--- src/rtl/tpc_pkg.sv ---
package tpc_pkg;

  localparam int CTL_W = 4;

  typedef enum logic [1:0] {
    ACT_HOLD   = 2'b00,
    ACT_LOW    = 2'b01,
    ACT_HIGH   = 2'b10,
    ACT_TOGGLE = 2'b11
  } cmp_act_e;

  // Top bit selects capture role.
  function automatic logic mode_is_capture(input logic [CTL_W-1:0] c);
    return c[3];
  endfunction

  // Output enabled for compare codes that act on a match.
  function automatic logic oe_from_mode(input logic [CTL_W-1:0] c);
    return !c[3] && (c[1:0] != 2'b00);
  endfunction

  function automatic logic level_after_match(input logic [1:0] act, input logic cur);
    case (cmp_act_e'(act))
      ACT_LOW:    return 1'b0;
      ACT_HIGH:   return 1'b1;
      ACT_TOGGLE: return !cur;
      default:    return cur;
    endcase
  endfunction

  // 00 rising, 01 falling, 1x both.
  function automatic logic edge_selected(input logic [1:0] sel, input logic rise,
                                         input logic fall);
    case (sel)
      2'b00:   return rise;
      2'b01:   return fall;
      default: return rise | fall;
    endcase
  endfunction

endpackage

--- src/rtl/tpc_edge_sync.sv ---
module tpc_edge_sync #(
  parameter int STAGES = 2
) (
  input  logic clk,
  input  logic rst_n,
  input  logic din,
  output logic rise_o,
  output logic fall_o
);
  // chain[0..STAGES-1] synchronise, chain[STAGES] holds the previous value.
  logic [STAGES:0] chain;

  for (genvar i = 0; i <= STAGES; i++) begin : g_stage
    if (i == 0) begin : g_first
      always_ff @(posedge clk or negedge rst_n) begin
        if (!rst_n) chain[0] <= 1'b0;
        else        chain[0] <= din;
      end
    end else begin : g_next
      always_ff @(posedge clk or negedge rst_n) begin
        if (!rst_n) chain[i] <= 1'b0;
        else        chain[i] <= chain[i-1];
      end
    end
  end

  assign rise_o = chain[STAGES-1] & ~chain[STAGES];
  assign fall_o = ~chain[STAGES-1] & chain[STAGES];

  assert_edges_exclusive_R6: assert property (@(posedge clk) disable iff (!rst_n)
    !(rise_o && fall_o));

endmodule

--- src/rtl/tpc_cmp_out.sv ---
module tpc_cmp_out
  import tpc_pkg::*;
#(
  parameter int CNT_W = 16
) (
  input  logic             clk,
  input  logic             rst_n,
  input  logic [CTL_W-1:0] mode_i,
  input  logic             mode_wr_i,
  input  logic [CTL_W-1:0] mode_wdata_i,
  input  logic [CNT_W-1:0] cnt_i,
  input  logic             cnt_en_i,
  input  logic [CNT_W-1:0] gr_i,
  output logic             pin_o,
  output logic             oe_o,
  output logic             match_o
);
  logic level_q;
  logic level_d;
  logic init_load;

  assign match_o   = !mode_is_capture(mode_i) && cnt_en_i && (cnt_i == gr_i);
  assign init_load = mode_wr_i && !mode_is_capture(mode_wdata_i);

  always_comb begin
    level_d = level_q;
    if (init_load)    level_d = mode_wdata_i[2];
    else if (match_o) level_d = level_after_match(mode_i[1:0], level_q);
  end

  always_ff @(posedge clk or negedge rst_n) begin
    if (!rst_n) level_q <= 1'b0;
    else        level_q <= level_d;
  end

  assign oe_o  = oe_from_mode(mode_i);
  assign pin_o = oe_o & level_q;

  assert_init_level_R3: assert property (@(posedge clk) disable iff (!rst_n)
    init_load |=> level_q == $past(mode_wdata_i[2]));

  assert_no_match_idle_R5: assert property (@(posedge clk) disable iff (!rst_n)
    !cnt_en_i |-> !match_o);

  assert_toggle_action_R4: assert property (@(posedge clk) disable iff (!rst_n)
    (match_o && !mode_wr_i && mode_i[1:0] == 2'b11) |=> level_q != $past(level_q));

  assert_quiet_when_off_R2: assert property (@(posedge clk) disable iff (!rst_n)
    !oe_o |-> !pin_o);

endmodule

--- src/rtl/tpc_cap_reg.sv ---
module tpc_cap_reg
  import tpc_pkg::*;
#(
  parameter int CNT_W = 16,
  parameter int SEL_W = 3
) (
  input  logic             clk,
  input  logic             rst_n,
  input  logic [CTL_W-1:0] mode_i,
  input  logic             pin_rise_i,
  input  logic             pin_fall_i,
  input  logic             peer_evt_i,
  input  logic [SEL_W-1:0] peer_sel_i,
  input  logic [CNT_W-1:0] cnt_i,
  input  logic             wr_i,
  input  logic [CNT_W-1:0] wdata_i,
  output logic [CNT_W-1:0] gr_o,
  output logic             cap_o
);
  logic [CNT_W-1:0] gr_q;
  logic             pin_cap;
  logic             peer_cap;
  logic             peer_usable;

  assign peer_usable = (peer_sel_i != '0);
  assign pin_cap  = (mode_i[3:2] == 2'b10) && edge_selected(mode_i[1:0], pin_rise_i, pin_fall_i);
  assign peer_cap = (mode_i[3:2] == 2'b11) && peer_evt_i && peer_usable;
  assign cap_o    = pin_cap | peer_cap;

  always_ff @(posedge clk or negedge rst_n) begin
    if (!rst_n)     gr_q <= '0;
    else if (cap_o) gr_q <= cnt_i;
    else if (wr_i)  gr_q <= wdata_i;
  end

  assign gr_o = gr_q;

  assert_capture_wins_R8: assert property (@(posedge clk) disable iff (!rst_n)
    cap_o |=> gr_q == $past(cnt_i));

  assert_peer_blocked_R7: assert property (@(posedge clk) disable iff (!rst_n)
    (mode_i[3:2] == 2'b11 && peer_sel_i == '0 && !wr_i) |=> $stable(gr_q));

  assert_write_taken_R8: assert property (@(posedge clk) disable iff (!rst_n)
    (wr_i && !cap_o) |=> gr_q == $past(wdata_i));

endmodule

--- src/rtl/tmr_pin_ctl.sv ---
module tmr_pin_ctl
  import tpc_pkg::*;
#(
  parameter int CNT_W    = 16,
  parameter int SYNC_STG = 2
) (
  input  logic             clk,
  input  logic             rst_n,
  input  logic             ctl_wr_i,
  input  logic [3:0]       ctl_wdata_i,
  output logic [3:0]       ctl_o,
  input  logic             gr_wr_i,
  input  logic [CNT_W-1:0] gr_wdata_i,
  output logic [CNT_W-1:0] gr_o,
  input  logic             flag_clr_i,
  input  logic [CNT_W-1:0] cnt_i,
  input  logic             cnt_en_i,
  input  logic             pin_i,
  input  logic             peer_evt_i,
  input  logic [2:0]       peer_clk_sel_i,
  output logic             pin_o,
  output logic             pin_oe_o,
  output logic             flag_o
);
  localparam int SEL_W = 3;

  logic [CTL_W-1:0] ctl_q;
  logic             flag_q;
  logic             match_w;
  logic             cap_w;
  logic             rise_w;
  logic             fall_w;
  logic [CNT_W-1:0] gr_w;

  always_ff @(posedge clk or negedge rst_n) begin
    if (!rst_n)        ctl_q <= '0;
    else if (ctl_wr_i) ctl_q <= ctl_wdata_i;
  end

  tpc_edge_sync #(.STAGES(SYNC_STG)) u_sync (
    .clk    (clk),
    .rst_n  (rst_n),
    .din    (pin_i),
    .rise_o (rise_w),
    .fall_o (fall_w)
  );

  tpc_cap_reg #(.CNT_W(CNT_W), .SEL_W(SEL_W)) u_cap (
    .clk        (clk),
    .rst_n      (rst_n),
    .mode_i     (ctl_q),
    .pin_rise_i (rise_w),
    .pin_fall_i (fall_w),
    .peer_evt_i (peer_evt_i),
    .peer_sel_i (peer_clk_sel_i),
    .cnt_i      (cnt_i),
    .wr_i       (gr_wr_i),
    .wdata_i    (gr_wdata_i),
    .gr_o       (gr_w),
    .cap_o      (cap_w)
  );

  tpc_cmp_out #(.CNT_W(CNT_W)) u_out (
    .clk          (clk),
    .rst_n        (rst_n),
    .mode_i       (ctl_q),
    .mode_wr_i    (ctl_wr_i),
    .mode_wdata_i (ctl_wdata_i),
    .cnt_i        (cnt_i),
    .cnt_en_i     (cnt_en_i),
    .gr_i         (gr_w),
    .pin_o        (pin_o),
    .oe_o         (pin_oe_o),
    .match_o      (match_w)
  );

  always_ff @(posedge clk or negedge rst_n) begin
    if (!rst_n)                flag_q <= 1'b0;
    else if (match_w || cap_w) flag_q <= 1'b1;
    else if (flag_clr_i)       flag_q <= 1'b0;
  end

  assign ctl_o  = ctl_q;
  assign gr_o   = gr_w;
  assign flag_o = flag_q;

  assert_flag_set_R9: assert property (@(posedge clk) disable iff (!rst_n)
    (match_w || cap_w) |=> flag_o);

  assert_flag_clear_R9: assert property (@(posedge clk) disable iff (!rst_n)
    (flag_clr_i && !match_w && !cap_w) |=> !flag_o);

  assert_roles_exclusive_R4: assert property (@(posedge clk) disable iff (!rst_n)
    !(match_w && cap_w));

  assert_readback_R10: assert property (@(posedge clk) disable iff (!rst_n)
    ctl_wr_i |=> ctl_o == $past(ctl_wdata_i));

endmodule

--- config.mk ---
export PLATFORM = sky130hd
export DESIGN_NAME = tmr_pin_ctl
export DESIGN_NICKNAME = d
export VERILOG_FILES = /design/src/rtl/tpc_pkg.sv /design/src/rtl/tpc_edge_sync.sv /design/src/rtl/tpc_cmp_out.sv /design/src/rtl/tpc_cap_reg.sv /design/src/rtl/tmr_pin_ctl.sv
export SDC_FILE = /design/constraint.sdc
export NUM_CORES = 1
export LEC_CHECK = 0
export ABC_AREA = 1
export BUFFER_PORTS_ARGS = -buffer_cell sky130_fd_sc_hd__buf_2
export CAP_MARGIN = 40
export CORE_ASPECT_RATIO = 0.8
export CORE_MARGIN = 2
export CORE_UTILIZATION = 30
export CTS_CLUSTER_DIAMETER = 40
export DETAILED_ROUTE_END_ITERATION = 7
export GPL_ROUTABILITY_DRIVEN = 0
export GPL_TIMING_DRIVEN = 0
export PLACE_DENSITY = 0.55
export SLEW_MARGIN = 25
export SYNTH_ARGS = -nofsm -noshare
export SYNTH_HDL_FRONTEND = slang
export SYNTH_SLANG_ARGS = --single-unit
--- constraint.sdc ---
create_clock -name clk -period 2.1 [get_ports clk]
set_input_delay 0.315 -clock clk [delete_from_list [all_inputs] [get_ports clk]]
set_output_delay 0.315 -clock clk [all_outputs]
set_load 0.01 [all_outputs]
Word level (Yosys, flattened, before mapping) --
Index checks and enable logic that the tools add are counted.
Storage, ports and cells: flip-flop bits (word level) 25, input port bits 47, output and inout bits 23, word-level logic and storage cells 47
Cells by class: eq/ne operators 6, mux-type cells 8, bitwise logic cells 7, reduce and logical (&&, ||, !) cells 19
Operators by type and width (number):
- 2-to-1 mux 16 bit | 2
- equality test 16 bit | 1
- equality test 2 bit (second input constant) | 4
- nonzero test 2 bit | 4
- logical AND 1 bit | 7
- 2-to-1 mux 1 bit | 4
- nonzero test 4 bit | 1
- bitwise AND 1 bit | 3
- logical NOT 1 bit | 3
- case mux 1 bit (3 select lines) | 1
- nonzero test 3 bit | 1
- equality test 2 x 1 -> 1 bit (second input constant) | 1
- logical NOT 2 bit | 1
- NOT 1 bit | 2
- bitwise OR 1 bit | 2
- case mux 1 bit (2 select lines) | 1
- AND reduction 2 bit | 1
- logical OR 1 bit | 1

Logic depth before layout (Yosys ltp) --
depth after elaboration 8, depth in mapped cells 10, depth with buffers taken out 10

Cells and area by module --
A second synthesis with hierarchy kept.
Unflattened totals: cell total of the unflattened synthesis 294, area, all modules 1878.1 µm²
Modules (own cells, without submodules):
- tpc_cap_reg | instances 1, cells each 153, area each 1069.8 µm², sequential area each 400.4 µm²
- tpc_cmp_out | instances 1, cells each 112, area each 529.3 µm², sequential area each 25.0 µm²
- tmr_pin_ctl | instances 1, cells each 22, area each 188.9 µm², sequential area each 125.1 µm²
- tpc_edge_sync | instances 1, cells each 7, area each 90.1 µm², sequential area each 75.1 µm²

Least setup slack after synthesis --
No wires, ideal clock.
path kind register -> register, start reg ctl_q[0] (netlist: ctl_o[0]), end reg u_cap.gr_q[10] (netlist: u_cap.gr_o[10]), library setup time 0.125 ns, arrival time 1.478 ns, slack 0.497 ns, stages on the path, launching flop included 10, period minus slack after synthesis 1.603 ns, path through dfrtp_1 -> inv_1 -> ha_1 -> nand2_1 -> nand2_1 -> o211ai_4 -> nand2_4 -> buf_6 -> nand2_1 -> nand3_1
On the way: word-level cells in the longest chain between the ends 5, elaborated cells between the ends (all ways) 7, classes of those cells eq/ne (1); mux (2); bitwise (1); reduce/logical (3)
RTL lines:
- from (decl) | line tmr_pin_ctl.sv:27 | logic [CTL_W-1:0] ctl_q;
- from (signal assigned) | line tmr_pin_ctl.sv:37 | else if (ctl_wr_i) ctl_q <= ctl_wdata_i;
- equality test 2 x 1 -> 1 bit / logical NOT 2 bit (equally long branches) | line tpc_pkg.sv:34 | case (sel)
- case mux 1 bit (2 select lines) (*) | line tpc_pkg.sv:34
- logical AND 1 bit (*) | line tpc_cap_reg.sv:26 | assign pin_cap = (mode_i[3:2] == 2'b10) && edge_selected(mode_i[1:0], pin_rise_i, pin_fall_i);
- bitwise OR 1 bit (*) | line tpc_cap_reg.sv:28 | assign cap_o = pin_cap | peer_cap;
- 2-to-1 mux 16 bit / nonzero test 2 bit (equally long branches)
- to (signal assigned) | line tpc_cap_reg.sv:32 | else if (cap_o) gr_q <= cnt_i;
- to (signal assigned) | line tpc_cap_reg.sv:33 | else if (wr_i) gr_q <= wdata_i;
- to (decl) | line tpc_cap_reg.sv:20 | logic [CNT_W-1:0] gr_q;
Every way passes the cells marked *; elsewhere a longest branch is shown, timed or not. A chain may end at the register's enable or synchronous reset.

Worst setup path in the final report --
Same ends and word-level chain as after synthesis.

==> impl_metrics.prom <==
# TYPE chip_impl_metric gauge
chip_impl_info{name="status",value="complete, no violations"} 1
chip_impl_metric{name="residual_drc",unit=""} 0
chip_impl_metric{name="synthesis.area",unit="sq um"} 1610
chip_impl_metric{name="portion_of_the_post_synthesis_area_used_by_sequential_elements",unit="%"} 38.8
chip_impl_metric{name="grt_antenna_before_repair",unit=""} 0
chip_impl_metric{name="worstPathArrival",unit="ns"} 2.04
chip_impl_metric{name="grt_first_pass_wirelength",unit="um"} 7450
chip_impl_metric{name="hold_viol_final",unit=""} 0
chip_impl_metric{name="timing.fmax",unit="MHz"} 549
chip_impl_metric{name="antenna-diode-count",unit=""} 0
chip_impl_metric{name="cap_violations",unit=""} 0
chip_impl_metric{name="crit_path_required_time",unit="ns"} 2.31
chip_impl_info{name="startpoint_type",value="register"} 1
chip_impl_metric{name="dr_total_vias",unit=""} 1703
chip_impl_metric{name="floorplan.die_area",unit="sq um"} 5980
chip_impl_metric{name="synth.net_count",unit=""} 270
chip_impl_metric{name="clk-insertion-delay-late",unit="ns"} 0.27
chip_impl_metric{name="psw",unit="W"} 0.000494
chip_impl_metric{name="ant_nets",unit=""} 0
chip_impl_metric{name="total_routed_length",unit="um"} 4550
chip_impl_info{name="synthMostInstantiatedCell",value="sky130_fd_sc_hd__nand2_1"} 1
chip_impl_metric{name="post-dp-hpwl",unit="um"} 3520
chip_impl_metric{name="core.rowCount",unit=""} 23
chip_impl_info{name="cell_type_contributing_the_most_total_cell_area_after_synthesis",value="sky130_fd_sc_hd__dfrtp_1"} 1
chip_impl_metric{name="synth-async-reset-ratio",unit="%"} 100
chip_impl_info{name="setup.worst_path.class",value="reg2reg"} 1
chip_impl_metric{name="worst_slew_pin_tran",unit="ns"} 0.584
chip_impl_metric{name="clock_period_minus_final_worst_setup_slack",unit="ns"} 1.82
chip_impl_metric{name="dieWidth",unit="um"} 85.9
chip_impl_metric{name="crit_fanout",unit=""} 10
chip_impl_metric{name="hold_ws",unit="ns"} 0.0311
chip_impl_metric{name="comb_power_share",unit="%"} 33.5
chip_impl_info{name="crit_path_end_kind",value="register"} 1
chip_impl_info{name="tritoncts",value="done"} 1
chip_impl_metric{name="irDropWorstVdd",unit="mV"} 0.236
chip_impl_metric{name="wl_met2",unit="um"} 1910
chip_impl_metric{name="synth_top_area_share",unit="%"} 38.8
chip_impl_metric{name="grt.total_usage",unit="%"} 15.6
chip_impl_info{name="setup_repair_after_global_routing_missed_its_margin",value="no"} 1
chip_impl_metric{name="pwr-share-seq",unit="%"} 45.7
chip_impl_metric{name="detail_route.wirelength.met1",unit="um"} 2250
chip_impl_info{name="clock_tree.root_cell",value="sky130_fd_sc_hd__clkbuf_8"} 1
chip_impl_metric{name="max-slew-margin-rel",unit="%"} 61.1
chip_impl_metric{name="post-cts-setup-buffers",unit=""} 0
chip_impl_info{name="hold_class",value="in2async"} 1
chip_impl_metric{name="syn_area_per_cell",unit="sq um"} 7.43
chip_impl_metric{name="leakage",unit="nW"} 1.13
chip_impl_metric{name="cts_hold_repair.buffers",unit=""} 0
chip_impl_metric{name="design.portCount",unit=""} 70
chip_impl_metric{name="finish.net_count",unit=""} 343
chip_impl_metric{name="via_density_per_instance",unit=""} 4.85
chip_impl_metric{name="cts_max_level",unit=""} 1
chip_impl_metric{name="floorplan.initialDensity",unit="%"} 31.6
chip_impl_metric{name="power.density_cell_area",unit="nW/um^2"} 668
chip_impl_metric{name="numCtsBuffers",unit=""} 3
chip_impl_metric{name="drt-initial-drc-count",unit=""} 102
chip_impl_metric{name="post_synth_edffs",unit=""} 0
chip_impl_metric{name="met3_wirelength",unit="um"} 370
chip_impl_info{name="primary_flip_flop_cell_chosen_by_synthesis_mapping",value="sky130_fd_sc_hd__dfrtp_1"} 1
chip_impl_metric{name="skew",unit="ns"} 0.00663
chip_impl_metric{name="drive_gt1_share",unit="%"} 29.8
chip_impl_metric{name="synth_cells",unit=""} 217
chip_impl_metric{name="internal_cell_power",unit="W"} 0.000892
chip_impl_metric{name="drv_slew",unit=""} 0
chip_impl_metric{name="timing.final.crit_share",unit="%"} 86.8
chip_impl_metric{name="numClockSinks",unit=""} 25
chip_impl_metric{name="placeableCoreArea",unit="sq um"} 5090
chip_impl_metric{name="pin_count_of_the_biggest_net_entering_global_routing",unit=""} 26
chip_impl_info{name="highest-signal-layer",value="met4"} 1
chip_impl_metric{name="net_switching_share_of_the_total_power",unit="%"} 35.6
chip_impl_metric{name="detailedRoute.firstPassIterationCount",unit=""} 4
chip_impl_metric{name="ys_seq_elements",unit=""} 25
chip_impl_info{name="synth_top_cells_by_count",value="57 x sky130_fd_sc_hd__nand2_1, 34 x sky130_fd_sc_hd__nand4_1, 25 x sky130_fd_sc_hd__dfrtp_1, 25 x sky130_fd_sc_hd__inv_1, 21 x sky130_fd_sc_hd__nor2_1"} 1
chip_impl_metric{name="setup_viol",unit=""} 0
chip_impl_metric{name="die_h",unit="um"} 69.6
chip_impl_metric{name="synth.lib_cells_used.distinct",unit=""} 22
chip_impl_metric{name="layout-area-overhead-vs-synth",unit="%"} 28.7
chip_impl_metric{name="avgRoutedWirePerCell",unit="um"} 13.0
chip_impl_metric{name="grt-ovfl-total",unit=""} 0
chip_impl_metric{name="postCtsResizedCells",unit=""} 0
chip_impl_metric{name="cts.clk_slew.worst_paths",unit="ns"} 0.09
chip_impl_metric{name="synth.yosys.warnings",unit=""} 0
chip_impl_metric{name="first_global_vias",unit=""} 1590
chip_impl_metric{name="fin_setup_tns",unit="ns"} 0
chip_impl_metric{name="clock_path_buffers",unit=""} 2
chip_impl_metric{name="power_frac_clock",unit="%"} 20.8
chip_impl_metric{name="portBuffers",unit=""} 68
chip_impl_info{name="synth_top_cells_by_area",value="sky130_fd_sc_hd__dfrtp_1 39%, sky130_fd_sc_hd__nand2_1 13%, sky130_fd_sc_hd__nand4_1 13%"} 1
routing by layer:
| layer | track usage (%) | up-vias |
|---|---|---|
| met3 | 3.57 | 2 |
| met5 | 0 | - |
| met2 | 24.6 | 63 |
| met4 | 2.65 | 0 |
| met1 | 22.2 | 773 |
| li1 | - | 865 |
stage by stage:
| step | area [sq um] | power [W] | setup slack [ns] | utilization (%) | cells |
|---|---|---|---|---|---|
| 5_1_grt | 2070 | 0.00149 | 0.134 | 40.7 | 351 |
| 3_3_place_gp | 2030 | 0.00111 | 0.290 | 39.8 | 347 |
| 4_1_cts | 2070 | 0.00141 | 0.289 | 40.7 | 351 |
| 3_5_place_dp | 2030 | 0.00111 | 0.304 | 39.8 | 347 |
| 6_report | 2070 | 0.00139 | 0.277 | 40.7 | 351 |
| 2_1_floorplan | 1610 | 0.000906 | 0.497 | - | 217 |
placed cells by master (no fill, tap or decap):
master and n:
sky130_fd_sc_hd__dfrtp_1 25, sky130_fd_sc_hd__or2_2 1, sky130_fd_sc_hd__o31ai_4 1, sky130_fd_sc_hd__and3_1 1
sky130_fd_sc_hd__clkbuf_1 1, sky130_fd_sc_hd__nand2_1 57, sky130_fd_sc_hd__xnor2_1 4, sky130_fd_sc_hd__buf_1 2
sky130_fd_sc_hd__nand3_1 18, sky130_fd_sc_hd__nor2_1 21, sky130_fd_sc_hd__clkbuf_8 3, sky130_fd_sc_hd__clkinv_1 2
sky130_fd_sc_hd__nor3b_1 1, sky130_fd_sc_hd__nand4_1 34, sky130_fd_sc_hd__buf_2 75, sky130_fd_sc_hd__o21ai_0 5
sky130_fd_sc_hd__nand2_4 1, sky130_fd_sc_hd__ha_1 6, sky130_fd_sc_hd__inv_2 2, sky130_fd_sc_hd__buf_6 1
sky130_fd_sc_hd__o2111ai_1 1, sky130_fd_sc_hd__nor3_2 1, sky130_fd_sc_hd__inv_1 25, sky130_fd_sc_hd__o211ai_4 1
area by class of cell:
class                   count  area, sq um
well taps                  62         77.6
repair buffers             68          340
multi-input cells         153          823
plain buffers              10         53.8
clock buffers               4         45.0
inverters                  29          109
flip-flops and latches     25          626
fillers                   556         3020
registers in the layout, indices dropped and copies added (netlist names):
| name | count |
|---|---|
| u_out.level_q | 1 |
| u_sync.chain | 3 |
| ctl_o | 4 |
| u_cap.gr_o | 16 |
| flag_o | 1 |
power groups by stage:
| stage | sequential, W | combinational, W | clock (W) |
|---|---|---|---|
| finish | 0.000633 | 0.000464 | 0.000289 |
| global route | 0.000645 | 0.000527 | 0.000322 |
| CTS | 0.000633 | 0.000471 | 0.000303 |
| detailed placement | 0.000643 | 0.000469 | 0 |
| global placement | 0.000639 | 0.000467 | 0 |
| floorplan | 0.000661 | 0.000246 | 0 |
critical path: stages, from the launching register on:
cell and delay (ns):
sky130_fd_sc_hd__dfrtp_1 0.42, sky130_fd_sc_hd__inv_1 0.11, sky130_fd_sc_hd__ha_1 0.27, sky130_fd_sc_hd__nand2_1 0.08, sky130_fd_sc_hd__nand2_1 0.08, sky130_fd_sc_hd__o211ai_4 0.29, sky130_fd_sc_hd__buf_2 0.29, sky130_fd_sc_hd__nand4_1 0.13
sky130_fd_sc_hd__nand3_1 0.11
path summary, 6_finish.rpt:
path                                 start               to  slack [ns]  cells past startpoint
min in group clk                     pin_i  u_sync.chain[0]        0.15                      1
max in group asynchronous            rst_n         ctl_o[2]        1.68                      1
min                                  rst_n    u_cap.gr_o[6]        0.03                      1
max                               ctl_o[0]   u_cap.gr_o[10]        0.28                      8
min reg2reg                u_sync.chain[0]  u_sync.chain[1]        0.35                      0
max reg2reg                       ctl_o[0]   u_cap.gr_o[10]        0.28                      8
cells by family after synthesis:
logic type	after synthesis	synth area share [%]
fa+ha+maj	6	4.66
xor+xnor	4	2.17
flops	25	38.8
buf+inv	39	10.1
simple gates	135	39.5
compound gates	8	4.74
Power figures use the tool's default switching activity.
